<file path="src/rtl/nrtc_pkg.sv">
package nrtc_pkg;

    localparam int NIB    = 4;
    localparam int DIGITS = 13;

    typedef enum logic [1:0] {
        BANK_TIME  = 2'b00,
        BANK_CFG   = 2'b01,
        BANK_RAM_A = 2'b10,
        BANK_RAM_B = 2'b11
    } bank_e;

    typedef struct packed {
        logic  run;
        logic  alarm_on;
        bank_e bank;
    } mode_t;

    localparam logic [3:0] A_SEC1  = 4'd0;
    localparam logic [3:0] A_SEC10 = 4'd1;
    localparam logic [3:0] A_MIN1  = 4'd2;
    localparam logic [3:0] A_MIN10 = 4'd3;
    localparam logic [3:0] A_HR1   = 4'd4;
    localparam logic [3:0] A_HR10  = 4'd5;
    localparam logic [3:0] A_DOW   = 4'd6;
    localparam logic [3:0] A_DAY1  = 4'd7;
    localparam logic [3:0] A_DAY10 = 4'd8;
    localparam logic [3:0] A_MON1  = 4'd9;
    localparam logic [3:0] A_MON10 = 4'd10;
    localparam logic [3:0] A_YR1   = 4'd11;
    localparam logic [3:0] A_YR10  = 4'd12;
    localparam logic [3:0] A_FMT   = 4'd10;
    localparam logic [3:0] A_LEAP  = 4'd11;
    localparam logic [3:0] A_MODE  = 4'd13;
    localparam logic [3:0] A_TEST  = 4'd14;
    localparam logic [3:0] A_CTRL  = 4'd15;

    // Two-digit BCD increment that restarts at 'first' once 'last' is reached.
    function automatic logic [7:0] bcd_step(input logic [7:0] v,
                                            input logic [7:0] last,
                                            input logic [7:0] first);
        if (v >= last)
            return first;
        if (v[3:0] >= 4'd9)
            return {v[7:4] + 4'd1, 4'd0};
        return {v[7:4], v[3:0] + 4'd1};
    endfunction

    // Last day of a BCD month, given the leap phase.
    function automatic logic [7:0] month_days(input logic [7:0] mon,
                                              input logic [1:0] leap);
        case (mon)
            8'h02:                      return (leap == 2'd0) ? 8'h29 : 8'h28;
            8'h04, 8'h06, 8'h09, 8'h11: return 8'h30;
            default:                    return 8'h31;
        endcase
    endfunction

endpackage

</file>
<file path="src/rtl/nrtc_divider.sv">
module nrtc_divider #(
    parameter int TICKS_PER_SEC = 16
) (
    input  logic clk,
    input  logic rst,
    input  logic run,
    input  logic tick,
    input  logic clear,
    output logic step
);
    localparam int CW = (TICKS_PER_SEC > 1) ? $clog2(TICKS_PER_SEC) : 1;
    localparam logic [CW-1:0] LAST = CW'(TICKS_PER_SEC - 1);

    logic [CW-1:0] cnt;

    always_ff @(posedge clk) begin
        if (rst || clear)
            cnt <= '0;
        else if (run && tick)
            cnt <= (cnt == LAST) ? '0 : cnt + 1'b1;
    end

    assign step = run && tick && !clear && (cnt == LAST);

    // a stopped divider holds its phase
    a_r4_idle_hold: assert property (@(posedge clk) disable iff (rst)
        (!run && !clear) |=> $stable(cnt));
    // clearing restarts the divider
    a_r5_clear: assert property (@(posedge clk) disable iff (rst)
        clear |=> (cnt == '0));
    // phase stays inside the divide ratio
    a_r4_bound: assert property (@(posedge clk) disable iff (rst)
        cnt <= LAST);

endmodule

</file>
<file path="src/rtl/nrtc_calendar.sv">
module nrtc_calendar
    import nrtc_pkg::*;
(
    input  logic                        clk,
    input  logic                        rst,
    input  logic                        step,
    input  logic                        wr_time,
    input  logic                        wr_cfg,
    input  logic [3:0]                  waddr,
    input  logic [NIB-1:0]              wdata,
    output logic [DIGITS-1:0][NIB-1:0]  dig,
    output logic                        fmt24,
    output logic [1:0]                  leap
);
    localparam logic [3:0] LAST_DIGIT = 4'(DIGITS - 1);

    logic [DIGITS-1:0][NIB-1:0] nxt;
    logic [1:0] leap_n;
    logic       fmt_n;
    logic [7:0] sec, mn, hr, day, mon, yr;
    logic [7:0] hr_n, h12, h12_n, dlen;
    logic       pm, pm_n;
    logic       c_min, c_hr, c_day, c_mon, c_yr;

    always_comb begin
        sec = {dig[A_SEC10], dig[A_SEC1]};
        mn  = {dig[A_MIN10], dig[A_MIN1]};
        hr  = {dig[A_HR10],  dig[A_HR1]};
        day = {dig[A_DAY10], dig[A_DAY1]};
        mon = {dig[A_MON10], dig[A_MON1]};
        yr  = {dig[A_YR10],  dig[A_YR1]};
        nxt    = dig;
        leap_n = leap;
        fmt_n  = fmt24;

        c_min = step  && (sec >= 8'h59);
        c_hr  = c_min && (mn  >= 8'h59);

        h12   = {3'b000, hr[4], hr[3:0]};
        pm    = hr[5];
        pm_n  = pm;
        h12_n = h12;
        if (fmt24) begin
            c_day = c_hr && (hr >= 8'h23);
            hr_n  = bcd_step(hr, 8'h23, 8'h00);
        end else begin
            c_day = c_hr && pm && (h12 == 8'h11);
            if (h12 == 8'h11) begin
                h12_n = 8'h12;
                pm_n  = !pm;
            end else begin
                h12_n = bcd_step(h12, 8'h12, 8'h01);
            end
            hr_n = {2'b00, pm_n, h12_n[4], h12_n[3:0]};
        end

        dlen  = month_days(mon, leap);
        c_mon = c_day && (day >= dlen);
        c_yr  = c_mon && (mon >= 8'h12);

        if (step)  {nxt[A_SEC10], nxt[A_SEC1]} = bcd_step(sec, 8'h59, 8'h00);
        if (c_min) {nxt[A_MIN10], nxt[A_MIN1]} = bcd_step(mn, 8'h59, 8'h00);
        if (c_hr)  {nxt[A_HR10],  nxt[A_HR1]}  = hr_n;
        if (c_day) begin
            {nxt[A_DAY10], nxt[A_DAY1]} = bcd_step(day, dlen, 8'h01);
            nxt[A_DOW] = (dig[A_DOW] >= 4'd6) ? 4'd0 : dig[A_DOW] + 4'd1;
        end
        if (c_mon) {nxt[A_MON10], nxt[A_MON1]} = bcd_step(mon, 8'h12, 8'h01);
        if (c_yr) begin
            {nxt[A_YR10], nxt[A_YR1]} = bcd_step(yr, 8'h99, 8'h00);
            leap_n = leap + 2'd1;
        end

        // a register write beats the counted value of the same digit
        if (wr_time && waddr <= LAST_DIGIT)
            nxt[waddr] = wdata;
        if (wr_cfg && waddr == A_FMT)
            fmt_n = wdata[0];
        if (wr_cfg && waddr == A_LEAP)
            leap_n = wdata[1:0];
    end

    always_ff @(posedge clk) begin
        if (rst) begin
            dig          <= '0;
            dig[A_DAY1]  <= 4'd1;
            dig[A_MON1]  <= 4'd1;
            fmt24        <= 1'b1;
            leap         <= 2'd0;
        end else begin
            dig   <= nxt;
            fmt24 <= fmt_n;
            leap  <= leap_n;
        end
    end

    // without a step or a write the time is frozen
    a_r4_hold: assert property (@(posedge clk) disable iff (rst)
        (!step && !wr_time && !wr_cfg) |=> ($stable(dig) && $stable(leap)));
    // a written digit holds the written value next cycle
    a_r11_write_wins: assert property (@(posedge clk) disable iff (rst)
        (wr_time && waddr <= LAST_DIGIT) |=> (dig[$past(waddr)] == $past(wdata)));
    // seconds wrap from 59 to 00
    a_r6_sec_wrap: assert property (@(posedge clk) disable iff (rst)
        (step && !wr_time && dig[A_SEC10] == 4'd5 && dig[A_SEC1] == 4'd9)
        |=> (dig[A_SEC10] == 4'd0 && dig[A_SEC1] == 4'd0));
    // a year advance moves the leap phase by one
    a_r9_leap_step: assert property (@(posedge clk) disable iff (rst)
        (c_yr && !wr_cfg) |=> (leap == $past(leap) + 2'd1));

endmodule

</file>
<file path="src/rtl/nrtc_scratch.sv">
module nrtc_scratch
    import nrtc_pkg::*;
#(
    parameter int WORDS = 13
) (
    input  logic           clk,
    input  logic           rst,
    input  logic           we,
    input  logic [3:0]     addr,
    input  logic [NIB-1:0] wdata,
    output logic [NIB-1:0] rdata
);
    localparam logic [3:0] LAST = 4'(WORDS - 1);

    logic [WORDS-1:0][NIB-1:0] mem;

    always_ff @(posedge clk) begin
        if (rst)
            mem <= '0;
        else if (we && addr <= LAST)
            mem[addr] <= wdata;
    end

    assign rdata = (addr <= LAST) ? mem[addr] : '0;

    // a stored nibble is there on the next cycle
    a_r12_store: assert property (@(posedge clk) disable iff (rst)
        (we && addr <= LAST) |=> (mem[$past(addr)] == $past(wdata)));

endmodule

</file>
<file path="src/rtl/nibble_rtc.sv">
module nibble_rtc
    import nrtc_pkg::*;
#(
    parameter int TICKS_PER_SEC = 16,
    parameter int RAM_WORDS     = 13
) (
    input  logic       clk,
    input  logic       rst,
    input  logic       tick,
    input  logic       wr_en,
    input  logic [3:0] addr,
    input  logic [3:0] wdata,
    output logic [3:0] rdata
);
    localparam logic [3:0] LAST_DIGIT = 4'(DIGITS - 1);
    localparam int         NBANKS_RAM = 2;

    mode_t                      mode;
    logic                       step, clear_div, wr_time, wr_cfg;
    logic [DIGITS-1:0][NIB-1:0] dig;
    logic                       fmt24;
    logic [1:0]                 leap;
    logic [NBANKS_RAM-1:0][NIB-1:0] ram_rd;

    always_ff @(posedge clk) begin
        if (rst)
            mode <= '0;
        else if (wr_en && addr == A_MODE)
            mode <= mode_t'(wdata);
    end

    assign clear_div = wr_en && (addr == A_CTRL) && wdata[1];
    assign wr_time   = wr_en && (mode.bank == BANK_TIME) && (addr <= LAST_DIGIT);
    assign wr_cfg    = wr_en && (mode.bank == BANK_CFG);

    nrtc_divider #(.TICKS_PER_SEC(TICKS_PER_SEC)) u_div (
        .clk(clk), .rst(rst), .run(mode.run), .tick(tick),
        .clear(clear_div), .step(step)
    );

    nrtc_calendar u_cal (
        .clk(clk), .rst(rst), .step(step), .wr_time(wr_time), .wr_cfg(wr_cfg),
        .waddr(addr), .wdata(wdata), .dig(dig), .fmt24(fmt24), .leap(leap)
    );

    for (genvar g = 0; g < NBANKS_RAM; g++) begin : g_ram
        nrtc_scratch #(.WORDS(RAM_WORDS)) u_ram (
            .clk(clk), .rst(rst),
            .we(wr_en && (mode.bank == bank_e'(g + 2))),
            .addr(addr), .wdata(wdata), .rdata(ram_rd[g])
        );
    end

    always_comb begin
        rdata = '0;
        if (addr == A_MODE)
            rdata = mode;
        else if (addr == A_TEST || addr == A_CTRL)
            rdata = '0;
        else begin
            case (mode.bank)
                BANK_TIME:  rdata = (addr <= LAST_DIGIT) ? dig[addr] : '0;
                BANK_CFG:   rdata = (addr == A_FMT)  ? {3'b000, fmt24} :
                                    (addr == A_LEAP) ? {2'b00, leap} : '0;
                BANK_RAM_A: rdata = ram_rd[0];
                default:    rdata = ram_rd[1];
            endcase
        end
    end

    // mode register visible at its address in every bank
    a_r3_mode_visible: assert property (@(posedge clk) disable iff (rst)
        (addr == A_MODE) |-> (rdata == mode));
    // test and control addresses read as zero
    a_r3_ctrl_zero: assert property (@(posedge clk) disable iff (rst)
        (addr == A_TEST || addr == A_CTRL) |-> (rdata == 4'd0));
    // no step while stopped
    a_r4_no_step_stopped: assert property (@(posedge clk) disable iff (rst)
        !mode.run |-> !step);

endmodule

</file>
<file path="config.mk">
export PLATFORM = sky130hd
export DESIGN_NAME = nibble_rtc
export DESIGN_NICKNAME = d
export VERILOG_FILES = /design/src/rtl/nrtc_pkg.sv /design/src/rtl/nrtc_divider.sv /design/src/rtl/nrtc_calendar.sv /design/src/rtl/nrtc_scratch.sv /design/src/rtl/nibble_rtc.sv
export SDC_FILE = /design/constraint.sdc
export NUM_CORES = 1
export LEC_CHECK = 0
export BUFFER_PORTS_ARGS = -buffer_cell sky130_fd_sc_hd__buf_4
export CORE_AREA = 2 2 154 156
export CTS_BUF_LIST = sky130_fd_sc_hd__clkbuf_4 sky130_fd_sc_hd__clkbuf_8 sky130_fd_sc_hd__clkbuf_16
export CTS_CLUSTER_SIZE = 10
export DETAILED_ROUTE_END_ITERATION = 16
export DIE_AREA = 0 0 156 158
export SLEW_MARGIN = 0
export SYNTH_ARGS = -nofsm -noshare
export SYNTH_HDL_FRONTEND = slang
export SYNTH_HIERARCHICAL = 1
export SYNTH_SLANG_ARGS = --single-unit
</file>
<file path="constraint.sdc">
create_clock -name clk -period 4.3 [get_ports clk]
set_input_delay 0 -clock clk [delete_from_list [all_inputs] [get_ports clk]]
set_output_delay 0 -clock clk [all_outputs]
set_load 0.01 [all_outputs]
</file>
== Word-level counts from Yosys, hierarchy flattened ==
Cells that the tools add are included.

* Order comparisons: 17
* Add/sub/neg operators: 16
* Reductions and logical operators: 32
* Mux-type cells: 100
* Equality and inequality tests: 15

{| class="wikitable"
|+ Operators by type and width
! cell !! number
|-
| 8-bit two-way mux || 30
|-
| 52-bit bitwise mux || 3
|-
| 4-bit by 1-bit adder with 4-bit output, second input constant || 14
|-
| 52-bit two-way mux || 1
|-
| 4-bit binary-select mux with 4-bit select || 3
|-
| 4-bit two-way mux || 11
|-
| 1-bit two-way mux || 39
|-
| 5-bit two-way mux || 5
|-
| 4-bit == test, second input constant || 6
|-
| 4-bit >= comparator, second input constant || 6
|-
| 1-bit logical AND || 24
|-
| 4-bit demux with 4-bit select || 1
|-
| 8-bit by 3-bit == test with 1-bit output, second input constant || 2
|-
| 8-bit by 7-bit >= comparator with 1-bit output, second input constant || 2
|-
| 8-bit case mux with 2 select lines || 1
|-
| 12-bit two-way mux || 1
|-
| 4-bit case mux with 3 select lines || 1
|-
| 8-bit by 2-bit == test with 1-bit output, second input constant || 1
|-
| 8-bit by 4-bit == test with 1-bit output, second input constant || 1
|-
| 8-bit by 5-bit == test with 1-bit output, second input constant || 1
|-
| 8-bit by 5-bit >= comparator with 1-bit output, second input constant || 1
|-
| 8-bit by 6-bit >= comparator with 1-bit output, second input constant || 1
|-
| 8-bit >= comparator || 1
|-
| 8-bit >= comparator, second input constant || 1
|-
| other kinds (16) || 23
|}

* Register bits: 167
* Word-level logic and storage cells: 225

== Logic depth before layout (Yosys ltp) ==
Gate-level depths: netlist of run 1.

* Word-level depth: 21
* Gate-level depth with buffers: 15

== Cells and area by module ==
The synthesis of run 1 kept the hierarchy.

{| class="wikitable"
|+ By module, submodules not included
! module !! sequential area each (µm²) !! cells each !! area an instance (µm²) !! instances
|-
| nrtc_calendar || 1,101.1 || 487 || 3,898.7 || 1
|-
| nrtc_scratch (g_ram[0].u_ram) || 1,041.0 || 300 || 2,615.0 || 1
|-
| nrtc_scratch (g_ram[1].u_ram) || 1,041.0 || 300 || 2,611.3 || 1
|-
| nibble_rtc || 80.1 || 111 || 904.6 || 1
|-
| nrtc_divider || 80.1 || 22 || 202.7 || 1
|}

== Least setup slack after synthesis of run 1 ==
Ideal clock, no wire load.

* Path type: register to register
* Start: register u_cal/dig[36] (netlist name)
* End: register u_cal/dig[28] (netlist name)
* Clock period less this slack: 2.937 ns
* Slack: 1.363 ns
* Library setup time: 0.120 ns
* Cell stages (with the launch flop): 15
* Arrival time: 2.818 ns
* Data required time: 4.180 ns
* Path buffers: 0
* Cell sequence: dfxtp_1 > inv_1 > ha_1 > o211ai_1 > a21oi_1 > a31oi_1 > nor3_1 > a21oi_1 > ha_1 > or4b_1 > nand4_1 > nand3_1 > nor3_1 > a211oi_1 > a211o_1

* Longest elaborated chain between the ends: 10

{| class="wikitable"
|+ Ends and longest elaborated chain
! element !! RTL line !! RTL
|-
| from (decl) || nrtc_calendar.sv:11 || <nowiki>output logic [DIGITS-1:0][NIB-1:0] dig,</nowiki>
|-
| from (signal assigned) || nrtc_calendar.sv:91 || <nowiki>dig <= nxt;</nowiki>
|-
| 8-bit by 3-bit == test with 1-bit output, or another cell as far along || nrtc_pkg.sv:52 || <nowiki>case (mon)</nowiki>
|-
| 4-bit OR reduction || nrtc_pkg.sv:52 ||
|-
| 8-bit case mux with 2 select lines (*) || nrtc_pkg.sv:52 ||
|-
| 8-bit >= comparator (*) || nrtc_pkg.sv:42 || <nowiki>if (v >= last)</nowiki>
|-
| 1-bit two-way mux (*) || nrtc_pkg.sv:42 ||
|-
| 1-bit two-way mux (*) || nrtc_calendar.sv:64 || <nowiki>if (c_day) begin</nowiki>
|-
| 8-bit two-way mux (*) || nrtc_pkg.sv:44 || <nowiki>if (v[3:0] >= 4'd9)</nowiki>
|-
| 12-bit two-way mux (*) || nrtc_calendar.sv:64 ||
|-
| 52-bit bitwise mux || nrtc_calendar.sv:76 || <nowiki>nxt[waddr] = wdata;</nowiki>
|-
| 52-bit two-way mux (*) || nrtc_calendar.sv:75 || <nowiki>if (wr_time && waddr <= LAST_DIGIT)</nowiki>
|}

Mark *: on every way between the ends. The rest lies on a longest branch, timed or not. The select of a mux whose other input is x is not followed.
A chain may end at the register's enable or synchronous reset.

== Worst setup path after layout of run 1 ==
Ends and elaborated chain as after synthesis.

==> qor.txt, run 1 <==
main flop type after synthesis -> dfxtp_1
Switching Fraction -> 24.6%
NetSw -> 842 µW
Slew HR -> 31.7%
Clock Tree Buf Depth -> 2
share of synthesized registers carrying an async set or reset -> 0%
Post-Route Skew -> 0.00855 ns
min-delay worst type -> in2reg
fmax -> 299 MHz
setup TNS -> 0 ns
total of max-cap violations -> 0
FF-to-FF path depth -> 14
met3 GRT Util -> 3.42%
status -> complete, no violations
Die Area -> 24600 µm²
Setup WS post-layout -> 0.953 ns
routed via count -> 9117
Yosys reg bits -> 167
area taken by multi-input logic gates -> 6110 µm²
area occupied by registers -> 3340 µm²
R2R Setup Slk -> 0.95 ns
Net Count, Synth -> 1272
CP Class -> reg2reg
Residual DRC -> 0
layer with the highest usage -> met2
Syn Inst Count -> 1220
root buf cell -> clkbuf_16
Tot GR Track Use -> 23.3%
H-tree levels -> 4
Routed WL -> 28.2 mm
TritonRoute pass-1 iters -> 5
fin nets -> 1212
first-pass GRT wire length -> 46.1 mm
GRT overflow -> 0
Final ANT Viol Nets -> 0
Iter 0 DRT Violations -> 675
RSZ-0062 raised after global routing -> false
dpl ws -> 1.00 ns
Worst Setup End Kind -> flip-flop
crit path to -> u_cal/dig[28]
worst r2r src -> u_cal/dig[36]
most frequent cells in the layout -> dfxtp_1, a21oi_1, nand3_1
vias in the first global route -> 8531
gp weighted congestion -> 0.843
layout cells sized above 1 -> 12.4%
Critical R2R Capture -> u_cal/dig[28]
most common cell after layout, fill and taps aside -> dfxtp_1
Starting Density -> 44.4%
cells along the critical path -> inv_1, ha_1, o211ai_1, a21oi_1, a31oi_1, nor3_1, a21oi_1, ha_1, or4b_1, nand4_1, nand3_1, nor3_1, a211oi_1, a211o_1
Final min period -> 3.35 ns
Synth Cell Area -> 10200 µm²
Core Region -> 23100 µm²
met1 usage -> 32.2%
Worst Max-Slew Pin Slew -> 1.02 ns
crit path from -> u_cal/dig[36]
placed wire-length estimate -> 17.6 mm
Fillers -> 2226
# diodes -> 0
Leakage -> 3.66 nW
antenna violations before repair -> 0
period utilization -> 77.8%
VDD IR max -> 243 µV
count of final setup violators -> 0
CTS tree -> yes
Ys Warns -> 6
Arrival @ worst endpoint -> 3.66 ns
Area growth syn-to-layout -> 5.09%
Die W -> 156 µm
final hold vios -> 0
clock share of power -> 46.8%
Gate power share -> 7.5%
Synth cell types -> 87
slowest cell on the critical path -> or4b_1
Req. time, crit path -> 4.61 ns
met2 usage -> 37.8%
input/output buffers -> 15
total CTS buffers -> 17
Pwr per Cell Area -> 319 nW/µm²
Flop pwr share -> 45.8%
DIE HEIGHT -> 158 µm
Via density -> 6.23
clk sinks -> 167
Setup Buffers After CTS -> 0
post_cts resized -> 0
Clock transition at path regs -> 0.07 ns
Setup crit start kind -> flip-flop
routed length per instance -> 19.3 µm
CP max stage delay -> 0.51 ns
max-slew violation count -> 0
Seq/Total Area, Yosys -> 32.7%
# rows -> 56
maximum number of pins on one net before global-route repair -> 88
EDFF count, synth -> 0
Synth Area per Inst -> 8.39 µm²
Top Ports -> 16
Clock Latency Late Sink -> 0.42 ns
critical-path maximum fanout -> 8
P_int -> 2.58 mW
[synthesized netlist by cell type (15+ instances only)]
master | n | share of area [%]
a21oi_1 | 145 | 7.1
a22oi_1 | 30 | 2.2
buf_4 | 24 | 1.8
buf_6 | 18 | 2.0
clkbuf_1 | 37 | 1.4
dfxtp_1 | 167 | 33
ha_1 | 40 | 4.9
inv_1 | 34 | 1.2
mux2_2 | 35 | 3.9
mux4_2 | 18 | 4.0
nand2_1 | 65 | 2.4
nand3_1 | 138 | 6.7
nor2_1 | 71 | 2.6
nor3_1 | 17 | 0.83
o211ai_1 | 15 | 1.1
o21ai_0 | 106 | 5.2
o21ai_1 | 23 | 1.1
[area by class of cell]
type | count | share of cell area (%)
multi-input combinational | 916 | 56.8
sequential | 167 | 31.1
clock buffer | 21 | 4.35
tap | 290 | 3.37
timing repair buffer | 24 | 1.84
clock inverter | 11 | 1.37
inverter | 34 | 1.19
[metal layers]
| layer | part of all wire, % | vias to the layer above | wire, µm |
|---|---|---|---|
| met5 | 0 | - | 0 |
| met4 | 1.6 | 0 | 465 |
| met3 | 5.0 | 33 | 1410 |
| met2 | 48 | 254 | 13400 |
| met1 | 46 | 4437 | 12900 |
| li1 | - | 4393 | - |
[worst max-delay path, delay by kind of cell, from the launching register on]
kind                     cells  cell delay [ns]
flip-flops                   1             0.45
buffers and inverters        1             0.12
AND/OR/NAND/NOR              5             1.30
AO/OA/AOI/OAI                6             0.87
adder cells (fa/ha/maj)      2             0.49
[state kept, by name, indices dropped and copies added, names as in the netlist]
name             cells
g_ram.u_ram/mem    104
u_cal/fmt24          1
u_div/cnt            4
mode                 4
u_cal/dig           52
u_cal/leap           2
[repair_timing]
action / in CTS / in global routing
setup endpoints to repair: 0 / 0
hold buffers: 2 / 0
endpoints found under the hold margin: 6 / 0
[worst min path at each step]
stage                     startpoint                endpoint  slack (ns)  depth (start not counted)
final                       wdata[3]  g_ram[0].u_ram/mem[27]        0.08                          3
after global routing        wdata[3]  g_ram[0].u_ram/mem[27]        0.08                          3
after CTS                   wdata[3]           u_cal/dig[23]        0.06                          3
after detailed placement       wr_en                 mode[3]        0.35                          3
after global placement         wr_en                 mode[3]        0.34                          3
after floorplan                  rst            u_div/cnt[0]        0.06                          1
[power groups by stage]
stage               combinational, mW  clock (mW)  sequential (mW)
floorplan                       0.189           0             1.60
global placement                0.252           0             1.60
detailed placement              0.251           0             1.60
CTS                             0.254        1.63             1.57
global route                    0.278        1.69             1.57
finish                          0.256        1.60             1.57
[kinds of logic (layout without fill, tap and decap cells)]
kind of cell,count (synthesis),in the layout,synth area share (%)
XOR/XNOR,8,8,0.685
buffers and inverters,137,90,7.65
flip-flops,167,167,32.7
multiplexers,67,67,9.18
AO/OA/AOI/OAI,405,405,24.2
adder cells (fa/ha/maj),40,40,4.89
AND/OR/NAND/NOR,396,396,20.7
[through the flow]
step	util (%)	std cells	hold slack [ns]	cell area (µm²)	total power, mW
3_3_place_gp	43.9	1429	0.338	10100	1.85
4_1_cts	46.6	1463	0.0567	10800	3.46
6_report	46.6	1463	0.0767	10800	3.43
3_5_place_dp	43.9	1429	0.349	10100	1.85
5_1_grt	46.6	1463	0.0759	10800	3.54
2_1_floorplan	-	1220	0.0646	10200	1.79
No activity file was read; power rests on OpenSTA's default activity.
==> inputs of run 2 (changes only) <==
Settings changed: ABC_AREA set to 1, CORE_AREA 2 2 154 156 to 2 2 158 160, DIE_AREA 0 0 156 158 to 0 0 160 162.
Clock period 4.3 ns to 2.68 ns, I/O delays scaled along.
==> run 2 against run 1 <==
Net effect: sequential share of layout area shrank 3.1 points; register-to-register slack lost 0.77 ns; highest routed layer unchanged; global-route usage shrank 0.29 points; synthesized cell count grew 42%; critical endpoint is now u_cal/dig[44]; largest power group is now registers; sequential power grew 61%; first-iteration DRC count grew 1.2%.
==> qor.txt, run 2 <==
status -> complete, no violations
clk sinks -> 167
largest registers -> g_ram.u_ram/mem: 104 flops, u_cal/dig: 52 flops
Yosys reg bits -> 167
main flop type after synthesis -> dfxtp_1
EDFF count, synth -> 0
vias in the first global route -> 9591
Syn Inst Count -> 1729
cells along the critical path -> inv_1, ha_1, nand2_1, nor3_2, buf_4, nand2_1, inv_1, ha_1, nand2_1, nor2_2, nand3_2, nand3_4, nand3_4, nor2_4, o21ai_0, nor2_1, nor2_1
NetSw -> 1.60 mW
maximum number of pins on one net before global-route repair -> 60
Clock Latency Late Sink -> 0.45 ns
DIE HEIGHT -> 162 µm
Synth Cell Area -> 10800 µm²
routed via count -> 10500
most frequent cells in the layout -> nand2_1, nor2_1, dfxtp_1
Worst Max-Slew Pin Slew -> 0.898 ns
first-pass GRT wire length -> 48.4 mm
Final min period -> 2.50 ns
layer with the highest usage -> met2
Post-synth top cells -> nand2_1, nor2_1, dfxtp_1
final instance area -> 11900 µm²
CP max stage delay -> 0.40 ns
max reg flops -> 104
layout cells sized above 1 -> 9.64%
area post-placement -> 11200 µm²
Synth area leader -> dfxtp_1
total of max-cap violations -> 0
Post-Route Skew -> 0.0130 ns
Switching Fraction -> 29.2%
VDD IR max -> 336 µV
Core Region -> 24100 µm²
count of final setup violators -> 0
most frequent CP cell -> nand2_1
clock share of power -> 45.2%
count leader, synth -> nand2_1
Ys Warns -> 6
Worst Setup End Kind -> flip-flop
period utilization -> 93.2%
WP buf/inv -> 3
Slew HR -> 40.1%
fmax -> 400 MHz
total CTS buffers -> 17
Residual DRC -> 0
Clock Tree Buf Depth -> 2
placed wire-length estimate -> 20.1 mm
Area growth syn-to-layout -> 10.7%
Crit path max-delay family -> simple AND/OR/NAND/NOR gates
largest reg by FF count -> g_ram.u_ram/mem
slowest cell on the critical path -> dfxtp_1
Routed WL -> 29.7 mm
setup TNS -> 0 ns
H-tree levels -> 4
Gate power share -> 9.0%
gp weighted congestion -> 0.850
Clock transition at path regs -> 0.07 ns
Req. time, crit path -> 3.01 ns
P_int -> 3.88 mW
Flop pwr share -> 45.9%
Synth cell types -> 50
met3 GRT Util -> 3.50%
routed length per instance -> 14.2 µm
TritonRoute pass-1 iters -> 7
Seq/Total Area, Yosys -> 31.0%
GRT overflow -> 0
fin nets -> 1803
Leakage -> 5.55 nW
Die Area -> 25900 µm²
Net Count, Synth -> 1781
Pwr per Cell Area -> 459 nW/µm²
Die W -> 160 µm
critical-path maximum fanout -> 6
Iter 0 DRT Violations -> 683
Synth top area share -> 31.0%
min-delay worst type -> in2reg
Final ANT Viol Nets -> 0
# diodes -> 0
Top Ports -> 16
met2 usage -> 37.5%
Arrival @ worst endpoint -> 2.82 ns
most common cell after layout, fill and taps aside -> nand2_1
Tot GR Track Use -> 23.0%
CP Class -> reg2reg
Via density -> 5.04
Setup crit start kind -> flip-flop
final hold vios -> 0
root buf cell -> clkbuf_16
Synth Area per Inst -> 6.24 µm²
CTS tree -> yes
met1 usage -> 31.9%
antenna violations before repair -> 0
input/output buffers -> 15
Starting Density -> 44.8%
# rows -> 57
synth top area cells -> dfxtp_1, nand2_1, nor2_1
share of synthesized registers carrying an async set or reset -> 0%
max-slew violation count -> 0
==> run 2: path summary, 6_finish.rpt <==
| kind | slack (ns) | cells after the start | startpoint | endpoint |
|---|---|---|---|---|
| worst max-delay path | 0.18 | 17 | u_cal/dig[41] | u_cal/dig[44] |
| worst min-delay path | 0.04 | 5 | addr[2] | mode[1] |
| worst max register to register | 0.18 | 17 | u_cal/dig[41] | u_cal/dig[44] |
| worst min register to register | 0.45 | 2 | g_ram[1].u_ram/mem[3] | g_ram[1].u_ram/mem[3] |
==> run 2: repair_timing <==
item,in CTS,in global routing
cloned,0,2
hold endpoints to repair,22,0
hold buffers,8,0
pin swaps,0,8
endpoints found under the setup margin,7,26
gates resized for setup,1,13
setup buffers,0,4
==> run 2: layout make-up <==
| type | instances | area [µm²] |
|---|---|---|
| tap | 324 | 405 |
| clock inverter | 14 | 161 |
| multi-input combinational | 1340 | 6520 |
| timing repair buffer | 49 | 400 |
| clock buffer | 18 | 433 |
| fill | 2613 | 12200 |
| inverter | 176 | 673 |
| sequential | 167 | 3350 |
==> run 2: cell families (layout without fill, tap and decap cells) <==
family,after synthesis,count (layout),synth area share [%]
buf+inv,224,257,9.04
simple gates,1078,1080,43.7
flops,167,167,31.0
fa+ha+maj,40,40,4.64
xor+xnor,16,16,1.30
compound gates,204,204,10.3
==> run 2: power groups by stage <==
stage / Clock (mW) / Sequential, mW / Combinational (mW)
6_report: 2.48 / 2.52 / 0.492
5_1_grt: 2.62 / 2.52 / 0.546
4_1_cts: 2.54 / 2.52 / 0.488
3_5_place_dp: 0 / 2.58 / 0.478
3_3_place_gp: 0 / 2.58 / 0.475
2_1_floorplan: 0 / 2.57 / 0.320
==> run 2: per-stage QoR <==
step           worst slack (ns)  hold WS, ns  cells  power [mW]  utilization [%]
6_report                  0.182       0.0392   2088        5.49             49.6
5_1_grt                 -0.0180       0.0617   2088        5.69             49.6
4_1_cts                  0.0300       0.0276   2082        5.54             49.2
3_5_place_dp             -0.120        0.329   2042        3.05             46.4
3_3_place_gp           -0.00604        0.323   2042        3.05             46.4
2_1_floorplan             0.317       0.0691   1729        2.89                -
==> run 2: worst min-delay path, cell delays in order <==
cell and delay [ns]:
buf_4 0.14, nand2_4 0.08, nor3_4 0.07, nand2_4 0.08, a211oi_1 0.06
==> run 2: per-layer routing <==
layer | share of wire (%) | vias up
li1 | - | 5483
met1 | 49 | 4787
met2 | 45 | 228
met3 | 4.9 | 30
met4 | 1.2 | 0
met5 | 0 | -
==> inputs of run 3 (changes only) <==
Settings changed: ABC_AREA 1 to 0, CORE_AREA 2 2 158 160 to 2 2 154 156, DIE_AREA 0 0 160 162 to 0 0 156 158.
==> run 3 against run 2 <==
Net effect: the flow now finishes with violations (negative setup slack); sequential share of layout area grew 1.3 points; worst setup slack lost 0.51 ns; critical path type unchanged; count of clock-buffer cells in the layout shrank 1; wire length shrank 0.45%; register-to-register slack lost 0.51 ns.
==> qor.txt, run 3 (same netlist as run 1, synthesis figures left out) <==
status -> complete, but fails checks
failing checks -> negative setup slack
Tot GR Track Use -> 24.3%
H-tree levels -> 4
fin nets -> 1267
total CTS buffers -> 17
Routed WL -> 29.5 mm
CP max stage delay -> 0.46 ns
Residual DRC -> 0
CP Class -> reg2reg
Area growth syn-to-layout -> 11.8%
met1 usage -> 32.1%
maximum number of pins on one net before global-route repair -> 132
Req. time, crit path -> 3.04 ns
# diodes -> 0
root buf cell -> clkbuf_16
placed wire-length estimate -> 18.5 mm
Die W -> 156 µm
total of max-cap violations -> 0
clk sinks -> 167
largest registers -> g_ram.u_ram/mem: 104 flops, u_cal/dig: 52 flops
DIE HEIGHT -> 158 µm
GRT overflow -> 0
fmax -> 332 MHz
Worst Max-Slew Pin Slew -> 0.835 ns
max-slew violation count -> 0
Clock Tree Buf Depth -> 2
Worst Setup End Kind -> flip-flop
critical-path maximum fanout -> 8
vias in the first global route -> 8973
Clock transition at path regs -> 0.08 ns
period utilization -> 112%
most common cell after layout, fill and taps aside -> dfxtp_1
cells along the critical path -> inv_4, ha_4, o211ai_1, a21oi_1, a31oi_1, nor3_2, a21oi_1, ha_1, or4b_1, nand4_1, buf_4, nand3_4, nor3_2, o21ai_1, a311oi_1
count of final setup violators -> 26
Slew HR -> 44.1%
Core Region -> 23100 µm²
met2 usage -> 41.0%
largest reg by FF count -> g_ram.u_ram/mem
Final min period -> 3.01 ns
first-pass GRT wire length -> 47.8 mm
worst hold slack -> 0.0692 ns
met3 GRT Util -> 3.86%
Pwr per Cell Area -> 489 nW/µm²
Final ANT Viol Nets -> 0
Leakage -> 4.02 nW
slowest cell on the critical path -> or4b_1
final hold vios -> 0
Setup WS post-layout -> -0.330 ns
layout cells sized above 1 -> 18.8%
Die Area -> 24600 µm²
antenna violations before repair -> 0
layer with the highest usage -> met2
max reg flops -> 104
Via density -> 6.20
input/output buffers -> 15
routed length per instance -> 19.5 µm
Post-Route Skew -> 0.0102 ns
final core occ -> 49.6%
VDD IR max -> 355 µV
most frequent cells in the layout -> dfxtp_1, a21oi_1, nand3_1
Top Ports -> 16
Fillers -> 2213
routed via count -> 9411
TritonRoute pass-1 iters -> 5
Setup crit start kind -> flip-flop
Starting Density -> 44.4%
CTS tree -> yes
Iter 0 DRT Violations -> 947
RSZ-0062 raised after global routing -> true
min-delay worst type -> in2reg
Arrival @ worst endpoint -> 3.37 ns
Clock Latency Late Sink -> 0.44 ns
gp weighted congestion -> 0.862
# rows -> 56
run 3: changes by cell type in the layout (fill, tap and decap cells not counted), moves of 23 or more:
cell,change
nor2_1,-181
mux2_2,+35
a21oi_1,+54
nand3_1,+65
inv_1,-119
buf_4,+27
nand2_1,-588
o21ai_0,+32
a22oi_1,+30
nor2_4,-23
run 3: final timing paths:
path,from,to,slack (ns),cells past startpoint
hold reg to reg,g_ram[0].u_ram/mem[5],g_ram[0].u_ram/mem[5],0.47,2
setup / recovery,u_cal/dig[37],u_cal/dig[30],-0.33,15
hold / removal,wdata[3],g_ram[0].u_ram/mem[3],0.07,3
setup reg to reg,u_cal/dig[37],u_cal/dig[30],-0.33,15
run 3: worst max-delay path: cells and delay by family (launching register included):
kind | cells | cell delay (ns)
buffers and inverters | 2 | 0.19
AND/OR/NAND/NOR | 5 | 1.07
AO/OA/AOI/OAI | 6 | 0.91
flip-flops | 1 | 0.38
adder cells (fa/ha/maj) | 2 | 0.38
run 3: area by class of cell:
cell class              count  area (µm²)  area share, %
multi-input cells         916        6280           54.9
repair buffers             79         692           6.05
inverters                  34         133           1.16
clock inverters            15         200           1.75
flip-flops and latches    167        3350           29.3
clock buffers              17         425           3.72
well taps                 290         363           3.17
run 3: stage by stage:
stage          setup slack (ns)  total power, mW  instances  area (µm²)  setup TNS [ns]
2_1_floorplan           -0.0660             2.87       1220       10300          -0.254
3_3_place_gp             -0.268             3.00       1474       10600           -4.92
3_5_place_dp             -0.300             3.00       1474       10600           -5.97
4_1_cts                  -0.270             5.62       1515       11300           -5.13
5_1_grt                  -0.489             5.77       1518       11400           -9.94
6_report                 -0.330             5.59       1518       11400           -6.19
run 3: power breakdown:
part	switching (mW)	leakage [nW]	internal, mW	total, mW
combinational	0.318	2.37	0.139	0.457
clock	1.27	0.306	1.36	2.63
sequential	0.0178	1.35	2.49	2.51
total	1.60	4.02	3.99	5.59
run 3: timing repair:
action | CTS | global route
pin swaps | 17 | 13
endpoints found under the hold margin | 17 | 0
buffers inserted | 6 | 2
setup endpoints to repair | 26 | 26
gates cloned | 0 | 1
gates resized for setup | 17 | 25
hold buffers | 3 | 0
run 3: metal layers:
metal,vias up,wire (µm)
li1,4518,-
met1,4595,13400
met2,256,14200
met3,42,1390
met4,0,531
met5,-,0
